`src/rtl/abr_pkg.sv`:
```
package abr_pkg;

    typedef enum logic [2:0] {
        Q_IDLE, Q_ADDR, Q_ACK_LO, Q_WAIT_RDY, Q_ACK, Q_RELEASE
    } qst_e;

    typedef enum logic [2:0] {
        P_IDLE, P_ACKHI, P_FETCH, P_DRIVE, P_FINISH
    } pst_e;

    // Pattern held by the built-in memory at each location.
    function automatic logic [31:0] word_at(input int unsigned a);
        return 32'(a * 29 + 90);
    endfunction

endpackage

```
`src/rtl/abr_sync2.sv`:
```
module abr_sync2 #(
    parameter int W = 2
) (
    input  logic         clk,
    input  logic         rst_n,
    input  logic [W-1:0] in_i,
    output logic [W-1:0] out_o
);
    logic [W-1:0] s1_q, s2_q;

    always_ff @(posedge clk or negedge rst_n) begin
        if (!rst_n) begin
            s1_q <= '0;
            s2_q <= '0;
        end else begin
            s1_q <= in_i;
            s2_q <= s1_q;
        end
    end

    assign out_o = s2_q;
endmodule

```
`src/rtl/abr_requester.sv`:
```
module abr_requester
    import abr_pkg::*;
#(
    parameter int AW = 4,
    parameter int DW = 8,
    parameter int BW = 8
) (
    input  logic          clk,
    input  logic          rst_n,
    input  logic          start_i,
    input  logic [AW-1:0] addr_i,
    input  logic          ack_s_i,
    input  logic          rdy_s_i,
    input  logic [BW-1:0] bus_i,
    output logic          req_o,
    output logic          ack_o,
    output logic          drv_o,
    output logic [BW-1:0] bus_o,
    output logic          busy_o,
    output logic          done_o,
    output logic [DW-1:0] data_o
);
    typedef struct packed {
        qst_e          st;
        logic [AW-1:0] addr;
        logic [DW-1:0] data;
        logic          req;
        logic          ack;
        logic          done;
    } rq_t;

    rq_t q_q, q_d;

    always_comb begin
        q_d      = q_q;
        q_d.done = 1'b0;
        unique case (q_q.st)
            Q_IDLE: if (start_i) begin
                q_d.addr = addr_i;
                q_d.req  = 1'b1;
                q_d.st   = Q_ADDR;
            end
            Q_ADDR: if (ack_s_i) begin
                q_d.req = 1'b0;
                q_d.st  = Q_ACK_LO;
            end
            Q_ACK_LO: if (!ack_s_i) q_d.st = Q_WAIT_RDY;
            Q_WAIT_RDY: if (rdy_s_i) begin
                q_d.data = bus_i[DW-1:0];
                q_d.ack  = 1'b1;
                q_d.st   = Q_ACK;
            end
            Q_ACK: if (!rdy_s_i) begin
                q_d.ack = 1'b0;
                q_d.st  = Q_RELEASE;
            end
            Q_RELEASE: if (!ack_s_i) begin
                q_d.done = 1'b1;
                q_d.st   = Q_IDLE;
            end
            default: q_d.st = Q_IDLE;
        endcase
    end

    always_ff @(posedge clk or negedge rst_n) begin
        if (!rst_n) q_q <= '{st: Q_IDLE, addr: '0, data: '0, req: 1'b0, ack: 1'b0, done: 1'b0};
        else        q_q <= q_d;
    end

    assign req_o  = q_q.req;
    assign ack_o  = q_q.ack;
    assign drv_o  = (q_q.st == Q_ADDR);
    assign bus_o  = BW'(q_q.addr);
    assign busy_o = (q_q.st != Q_IDLE);
    assign done_o = q_q.done;
    assign data_o = q_q.data;

    // a start seen while a transfer runs leaves the held address alone
    a_r8_start_ignored: assert property (@(posedge clk) disable iff (!rst_n)
        (busy_o && start_i) |=> $stable(q_q.addr));

    // completion pulse never lasts two cycles
    a_r6_done_pulse: assert property (@(posedge clk) disable iff (!rst_n)
        done_o |=> !done_o);
endmodule

```
`src/rtl/abr_responder.sv`:
```
module abr_responder
    import abr_pkg::*;
#(
    parameter int AW  = 4,
    parameter int DW  = 8,
    parameter int BW  = 8,
    parameter int LAT = 4
) (
    input  logic          clk,
    input  logic          rst_n,
    input  logic          req_s_i,
    input  logic          ack_s_i,
    input  logic [BW-1:0] bus_i,
    output logic          ack_o,
    output logic          rdy_o,
    output logic          drv_o,
    output logic [BW-1:0] bus_o
);
    localparam int DEPTH = 1 << AW;
    localparam int LATC  = (LAT < 1) ? 1 : LAT;
    localparam int CW    = $clog2(LATC + 1);

    logic [DW-1:0] rom [DEPTH];

    for (genvar g = 0; g < DEPTH; g++) begin : g_rom
        assign rom[g] = DW'(word_at(g));
    end

    typedef struct packed {
        pst_e          st;
        logic [AW-1:0] addr;
        logic [CW-1:0] cnt;
        logic [DW-1:0] word;
        logic          ack;
        logic          rdy;
    } rs_t;

    rs_t p_q, p_d;

    always_comb begin
        p_d = p_q;
        unique case (p_q.st)
            P_IDLE: if (req_s_i) begin
                p_d.addr = bus_i[AW-1:0];
                p_d.ack  = 1'b1;
                p_d.st   = P_ACKHI;
            end
            P_ACKHI: if (!req_s_i) begin
                p_d.ack = 1'b0;
                p_d.cnt = CW'(LATC);
                p_d.st  = P_FETCH;
            end
            P_FETCH: begin
                if (p_q.cnt > CW'(1)) begin
                    p_d.cnt = p_q.cnt - CW'(1);
                end else if (!ack_s_i) begin
                    p_d.word = rom[p_q.addr];
                    p_d.rdy  = 1'b1;
                    p_d.st   = P_DRIVE;
                end
            end
            P_DRIVE: if (ack_s_i) begin
                p_d.rdy = 1'b0;
                p_d.st  = P_FINISH;
            end
            P_FINISH: if (!ack_s_i) p_d.st = P_IDLE;
            default: p_d.st = P_IDLE;
        endcase
    end

    always_ff @(posedge clk or negedge rst_n) begin
        if (!rst_n) p_q <= '{st: P_IDLE, addr: '0, cnt: '0, word: '0, ack: 1'b0, rdy: 1'b0};
        else        p_q <= p_d;
    end

    assign ack_o = p_q.ack;
    assign rdy_o = p_q.rdy;
    assign drv_o = (p_q.st == P_DRIVE);
    assign bus_o = BW'(p_q.word);

    // data is offered only while the synchronized request is low
    a_r3_offer_after_release: assert property (@(posedge clk) disable iff (!rst_n)
        $rose(rdy_o) |-> !$past(req_s_i));
endmodule

```
`src/rtl/abr_link.sv`:
```
module abr_link #(
    parameter int AW  = 4,
    parameter int DW  = 8,
    parameter int LAT = 4,
    localparam int BW = (AW > DW) ? AW : DW
) (
    input  logic          clk,
    input  logic          rst_n,
    input  logic          start_i,
    input  logic [AW-1:0] addr_i,
    output logic          busy_o,
    output logic          done_o,
    output logic [DW-1:0] data_o,
    output logic          req_line_o,
    output logic          ack_line_o,
    output logic          rdy_line_o,
    output logic [BW-1:0] bus_o,
    output logic          req_drv_o,
    output logic          rsp_drv_o
);
    logic          rq_req, rq_ack, rq_drv;
    logic          rs_ack, rs_rdy, rs_drv;
    logic [BW-1:0] rq_bus, rs_bus, bus;
    logic          ack_line;
    logic [1:0]    rq_sync, rs_sync;

    assign ack_line = rq_ack | rs_ack;
    assign bus      = rq_drv ? rq_bus : (rs_drv ? rs_bus : '0);

    // requester observes acknowledge (bit 1) and data-ready (bit 0)
    abr_sync2 #(.W(2)) rq_sync_i (
        .clk(clk), .rst_n(rst_n), .in_i({ack_line, rs_rdy}), .out_o(rq_sync)
    );
    // responder observes request (bit 1) and acknowledge (bit 0)
    abr_sync2 #(.W(2)) rs_sync_i (
        .clk(clk), .rst_n(rst_n), .in_i({rq_req, ack_line}), .out_o(rs_sync)
    );

    abr_requester #(.AW(AW), .DW(DW), .BW(BW)) rq_i (
        .clk(clk), .rst_n(rst_n), .start_i(start_i), .addr_i(addr_i),
        .ack_s_i(rq_sync[1]), .rdy_s_i(rq_sync[0]), .bus_i(bus),
        .req_o(rq_req), .ack_o(rq_ack), .drv_o(rq_drv), .bus_o(rq_bus),
        .busy_o(busy_o), .done_o(done_o), .data_o(data_o)
    );

    abr_responder #(.AW(AW), .DW(DW), .BW(BW), .LAT(LAT)) rs_i (
        .clk(clk), .rst_n(rst_n), .req_s_i(rs_sync[1]), .ack_s_i(rs_sync[0]),
        .bus_i(bus), .ack_o(rs_ack), .rdy_o(rs_rdy), .drv_o(rs_drv), .bus_o(rs_bus)
    );

    assign req_line_o = rq_req;
    assign ack_line_o = ack_line;
    assign rdy_line_o = rs_rdy;
    assign bus_o      = bus;
    assign req_drv_o  = rq_drv;
    assign rsp_drv_o  = rs_drv;

    // never two drivers on the shared bus
    a_r5_one_driver: assert property (@(posedge clk) disable iff (!rst_n)
        !(rq_drv && rs_drv));

    // request and data-ready are never up together
    a_r3_no_overlap: assert property (@(posedge clk) disable iff (!rst_n)
        !(rq_req && rs_rdy));

    // completion is reported only once the acknowledge line is released
    a_r6_done_ack_low: assert property (@(posedge clk) disable iff (!rst_n)
        done_o |-> !ack_line);

    // data-ready always comes with the responder on the bus
    a_r10_rdy_driven: assert property (@(posedge clk) disable iff (!rst_n)
        rs_rdy |-> rs_drv);

    // request always comes with the requester on the bus
    a_r2_req_driven: assert property (@(posedge clk) disable iff (!rst_n)
        rq_req |-> rq_drv);
endmodule

```
`config.mk`:
```
export PLATFORM = sky130hd
export DESIGN_NAME = abr_link
export DESIGN_NICKNAME = d
export VERILOG_FILES = /design/src/rtl/abr_pkg.sv /design/src/rtl/abr_sync2.sv /design/src/rtl/abr_requester.sv /design/src/rtl/abr_responder.sv /design/src/rtl/abr_link.sv
export SDC_FILE = /design/constraint.sdc
export NUM_CORES = 1
export LEC_CHECK = 0
export ABC_AREA = 1
export CAP_MARGIN = 20
export CORE_AREA = 5 5 80 97
export CTS_BUF_LIST = sky130_fd_sc_hd__clkbuf_2
export DETAILED_ROUTE_END_ITERATION = 10
export DIE_AREA = 0 0 85 102
export DONT_BUFFER_PORTS = 1
export PLACE_DENSITY = 0.59
export SLEW_MARGIN = 5
export SYNTH_ARGS = -nofsm -noshare
export SYNTH_HDL_FRONTEND = slang
export SYNTH_HIERARCHICAL = 1
export SYNTH_SLANG_ARGS = --single-unit
```
`constraint.sdc`:
```
create_clock -name clk -period 2.5 [get_ports clk]
set_input_delay 0.25 -clock clk [delete_from_list [all_inputs] [get_ports clk]]
set_output_delay 0.25 -clock clk [all_outputs]
set_load 0.05 [all_outputs]
```
; After elaboration in Yosys (flattened, before gate mapping)
; Memories as Yosys holds them, arrays and structs flattened. A register that Yosys moved wholly into a read port is not among the register bits.
; Cells that the tools add are included.
[totals]
input_bits = 7
romBits = 128
n_memories = 1
wordCells = 98
reg_bits = 38
out_inout_bits = 23
[op_classes]
muxes = 34
n_addsub = 1
n_reduce_logical = 20
bitwise_logic = 4
n_eq_ne = 22
order_cmp = 1
[mem_list]
columns = memory, words, width, rd, rd_clocked_by_memory_dff, wr, line_no
row1 = (no name shown), 16, 8, 1, 1, 0, abr_responder.sv:57  ; p_d.word = rom[p_q.addr];
[op_table]
columns = op, n
row1 = 3-bit 2-to-1 mux, 12
row2 = "2-bit inequality test, second input constant", 10
row3 = 3-bit one-hot mux with 6 select lines, 1
row4 = 8-bit 2-to-1 mux, 2
row5 = 3-bit one-hot mux with 5 select lines, 1
row6 = 3-bit AND reduction, 5
row7 = 7-bit 2-to-1 mux, 2
row8 = "3-bit by 2-bit == test with 1-bit output, second input constant", 4
row9 = 6-bit AND reduction, 2
row10 = 1-bit 2-to-1 mux, 11
row11 = 2-bit nonzero test, 5
row12 = "3-bit == test, second input constant", 3
row13 = 1-bit one-hot mux with 2 select lines, 4
row14 = "3-bit by 1-bit == test with 1-bit output, second input constant", 2
row15 = 3-bit logical NOT, 2
row16 = "2-bit by 1-bit inequality test with 1-bit output, second input constant", 3
row17 = 3-bit one-hot mux with 2 select lines, 1
row18 = 2-bit AND reduction, 3
row19 = 4-bit NOT with 5-bit output, 1
row20 = 4-bit AND reduction, 1
row21 = "3-bit by 1-bit > comparator with 1-bit output, second input constant", 1
row22 = 3-bit nonzero test, 1
row23 = "3-bit by 1-bit subtractor with 3-bit output, second input constant", 1
row24 = 1-bit NOT, 2
row25 = other kinds (2), 2

; Depth between registers and ports, before layout
[depth]
word_depth = 5
ltp_mapped = 10
depth_no_buf = 9

; By module
; Netlist, hierarchy kept.
[modules_own_cells]
columns = mod, seq_area_each_um2, instances, area_each_um2, cells_per_inst
row1 = abr_responder, 500.5, 1, 1257.5, 161
row2 = abr_requester, 450.4, 1, 1003.5, 109
row3 = abr_sync2, 100.1, 2, 100.1, 4
row4 = abr_link, 0.0, 1, 126.4, 28

; Worst setup path after synthesis
; Ideal clock, no wire load.
[synth_timing]
path_kind = reg2reg
start = register rs_i/p_q[18] (netlist name)
end = register rq_i.q_q (netlist bit rq_i/data_o[0])
path_slack_ns = 0.174
n_path_buf = 1
synth_period_minus_slack_ns = 2.326
t_required_ns = 2.434
stages_incl_launch_ff = 7
arrival_time_ns = 2.260
setup_ns = 0.066
cell_sequence = dfrtp_1 -> nand2_1 -> nor2_1 -> buf_2 -> nand3_1 -> nand2_1 -> mux2_4
[synth_via]
elab_chain_len = 3
[synth_lines]
columns = item, line_no
row1 = start: declaration, abr_responder.sv:38  ; rs_t p_q, p_d;
row2 = start signal: assignment, abr_responder.sv:72  ; if (!rst_n) p_q <= '{st: P_IDLE, addr: '0, cnt: '0, word: '0, ack: 1'b0, rdy: 1'b0};
row3 = start signal: assignment, abr_responder.sv:73  ; else p_q <= p_d;
row4 = 3-bit by 2-bit == test with 1-bit output, abr_responder.sv:78  ; assign drv_o = (p_q.st == P_DRIVE);
row5 = named net rsp_drv_o, abr_link.sv:19  ; output logic rsp_drv_o
row6 = 8-bit 2-to-1 mux (2 in a row), abr_link.sv:28  ; assign bus = rq_drv ? rq_bus : (rs_drv ? rs_bus : '0);
row7 = named net bus_o[0], abr_link.sv:17  ; output logic [BW-1:0] bus_o,
row8 = end signal: assignment, abr_requester.sv:66  ; if (!rst_n) q_q <= '{st: Q_IDLE, addr: '0, data: '0, req: 1'b0, ack: 1'b0, done: 1'b0};
row9 = end signal: assignment, abr_requester.sv:67  ; else q_q <= q_d;
row10 = end: declaration, abr_requester.sv:32  ; rq_t q_q, q_d;
; The timed path passes the listed nets, and every way through them passes these cells.
; A chain may end at the register's enable or synchronous reset.

; Worst setup path after layout
[layout_timing]
start = register rq_i/q_q[15] (netlist name)
end = output port bus_o[1]
[layout_via]
elab_chain_len = 2
[layout_lines]
columns = item, line_no
row1 = 3-bit by 1-bit == test with 1-bit output, abr_requester.sv:72  ; assign drv_o = (q_q.st == Q_ADDR);
row2 = 8-bit 2-to-1 mux, abr_link.sv:28
row3 = end: declaration, abr_link.sv:17
; Every way passes these cells.

==> flow_summary.ini <==
[clocking]
clkTransAtPathRegs_ns = 0.28
root_buffer = clkbuf_2
cts_tree = done
htreeDepth = 2
cts_buffers = 5
cts.sink_count = 46
max-clock-path-buffers = 2
clk_latency_ns = 0.44

[critical_path]
rr_startpoint = rq_i/q_q[15]$_DFFE_PN0P_
worstSetupEndpointType = output pin
cp.arrival_ns = 1.95
startpoint = rq_i/q_q[15]$_DFFE_PN0P_
critPathKind = register to output pin
cp.required_ns = 2.25
critPathLaunchType = register
worstPathMaxFanout = 10

[grt]
antenna_found_initial = 1
grt_start_max_net_pins = 47
grt_pass1_wl_um = 9252
first_global_vias = 1912
gr-total-overflow = 0
grt_use_total_pct = 13.52

[synth]
synth_area_leaders = dfrtp_1, nand2_1, buf_4
synth_largest_area_cell = dfrtp_1
syn_area_mm2 = 0.002587
yosys_warnings = 6
synthCells = 306
synth_top_area_share_pct = 44.49
ys_seq_area_share_pct = 44.49
ys_ff_latch = 46
syn_avg_cell_area_um2 = 8.456
yosysUniqueCellTypes = 32

[detailed_routing]
viasPerCell = 4.708
wire_per_inst_um = 13.50
first_iter_violations = 84
vias = 1841
first_pass_iters = 4
drc = 0
final_antenna_net_count = 0
drt-total-wl_um = 5278

[die]
num_rows = 33
coreArea_mm2 = 0.006689
die_h_um = 102
die_w_um = 85
die_area_mm2 = 0.008670
boundaryPins = 30
start_util_pct = 38.68

[run_status]
outcome = finished clean

[timing]
finalHoldViolCount = 0
fin_skew_ns = 0.03806
post-route-min-period_ns = 2.202
finalWorstSetupSlack_ns = 0.2976
fmax_mhz = 454.1
tightest_slew_ns = 0.5584
finalSetupViolCount = 0
maxSlewHeadroom_pct = 62.78
slew_viol_final = 0
rsz0062_at_grt = false
fin_setup_tns_ns = 0
post-route-period-util_pct = 88.10

[pwr]
irDropWorstVdd_mv = 0.5089
power_w = 0.003749
powerDensity_mw_per_mm2 = 1390
leakage_nw = 1.439

[layout]
n_fill_cell = 696
final_net_count = 318
mostFrequentLayoutCells = nand2_1, dfrtp_1, nand3_1
drive_gt1_share_pct = 18.15
seqCellArea_mm2 = 0.001154
final_cells = 391
fin_util_pct = 40.31
final_common_cell = nand2_1
syn_to_final_growth_pct = 4.207
multi_input_area_mm2 = 0.001139

[place]
pre_cts_ws_ns = 0.3838
dp_hpwl_um = 4026
place.gp.congestion = 0.8118
port_buffers = 0
dp.cells = 376

[flow_run]
drv_cap = 0

[min_path]
min-delay-start = start_i
holdCritPathClass = primary input to register
==> synth_stat cells, drive strengths merged <==
| cell | number |
|---|---|
| nand2 | 112 |
| dfrtp | 46 |
| nand3 | 34 |
| buf | 28 |
| inv | 25 |
| nor2 | 14 |
| o21ai | 13 |
| ha | 9 |
| mux2 | 8 |
| a21oi | 2 |
| nand4 | 2 |
| o21bai | 2 |
| o22ai | 2 |
| or2 | 2 |
| xnor2 | 2 |
| clkbuf | 1 |
| clkinv | 1 |
| conb | 1 |
| nand3b | 1 |
| o211ai | 1 |
==> layer usage <==
layer / up-vias / GRT usage [%] / routed length, um
li1: 938 / - / -
met1: 865 / 16.03 / 2268
met2: 27 / 23.39 / 2701
met3: 11 / 2.661 / 143
met4: 0 / 6.699 / 165
met5: - / 0 / 0
==> area by class of cell <==
class / instances / area share [%]
diodes: 1 / 0.09281
clock buffers: 5 / 0.9281
clock inverters: 3 / 0.9281
inverters: 26 / 3.619
multi-input cells: 208 / 42.23
flip-flops and latches: 46 / 42.78
well taps: 87 / 4.037
repair buffers: 15 / 5.383
==> state kept, by name, indices dropped and copies added (netlist names) <==
| signal | count |
|---|---|
| rq_i/ack_o | 1 |
| rq_i/bus_o | 4 |
| rq_i/data_o | 8 |
| rq_i/done_o | 1 |
| rq_i/q_q | 3 |
| rq_i/req_o | 1 |
| rq_sync_i/out_o | 2 |
| rq_sync_i/s1_q | 2 |
| rs_i/ack_o | 1 |
| rs_i/bus_o | 8 |
| rs_i/p_q | 10 |
| rs_i/rdy_o | 1 |
| rs_sync_i/out_o | 2 |
| rs_sync_i/s1_q | 2 |
==> metrics by stage <==
step	hold slack [ns]	area, um^2
floorplan	-0.04559	2599
detailed placement	-0.04441	2561
global placement	-0.04437	2561
CTS	0.01660	2689
global route	0.0006390	2696
finish	0.04099	2696
==> where the power goes <==
group	switching (W)	internal, W	leakage [nW]
combinational	0.00117	0.000609	0.836
clock	0.000261	0.0000745	0.0296
sequential	0.000574	0.00106	0.573
==> repair_timing <==
item                                    4_1_cts  5_1_grt
setup buffers                                 0        0
endpoints found under the setup margin        0        8
hold buffers                                  6        0
hold endpoints to repair                     50        0
resized for setup                             0        4
==> kinds of logic after synthesis <==
kind of cell / count (synthesis) / share of synthesized area, %
simple gates: 165 / 28.43
buf+inv: 55 / 12.14
compound gates: 20 / 5.125
xor+xnor: 2 / 0.6771
flops: 46 / 44.49
mux: 8 / 4.642
other cells: 1 / 0.1449
fa+ha+maj: 9 / 4.352
==> worst max-delay path, stage by stage, from the launching register on <==
cell and delay (ns):
dfrtp_2 0.50, inv_1 0.10, nor2_2 0.13, nand2_1 0.11
inv_2 0.15, inv_2 0.10, nand3_1 0.08, nand2_1 0.12
buf_4 0.22
==> final timing paths <==
path,slack [ns],depth (start not counted),end
min,0.04,3,rq_i/bus_o[2]$_DFFE_PN0P_
min in group asynchronous,0.28,2,rq_i/bus_o[3]$_DFFE_PN0P_
max reg2reg,0.70,8,rq_i/data_o[0]$_DFFE_PN0P_
max,0.30,8,bus_o[1]
max in group asynchronous,1.97,2,rq_i/done_o$_DFF_PN0_
min reg2reg,0.38,0,rs_sync_i/out_o[0]$_DFF_PN0_
(Power assumes the default switching activity.)
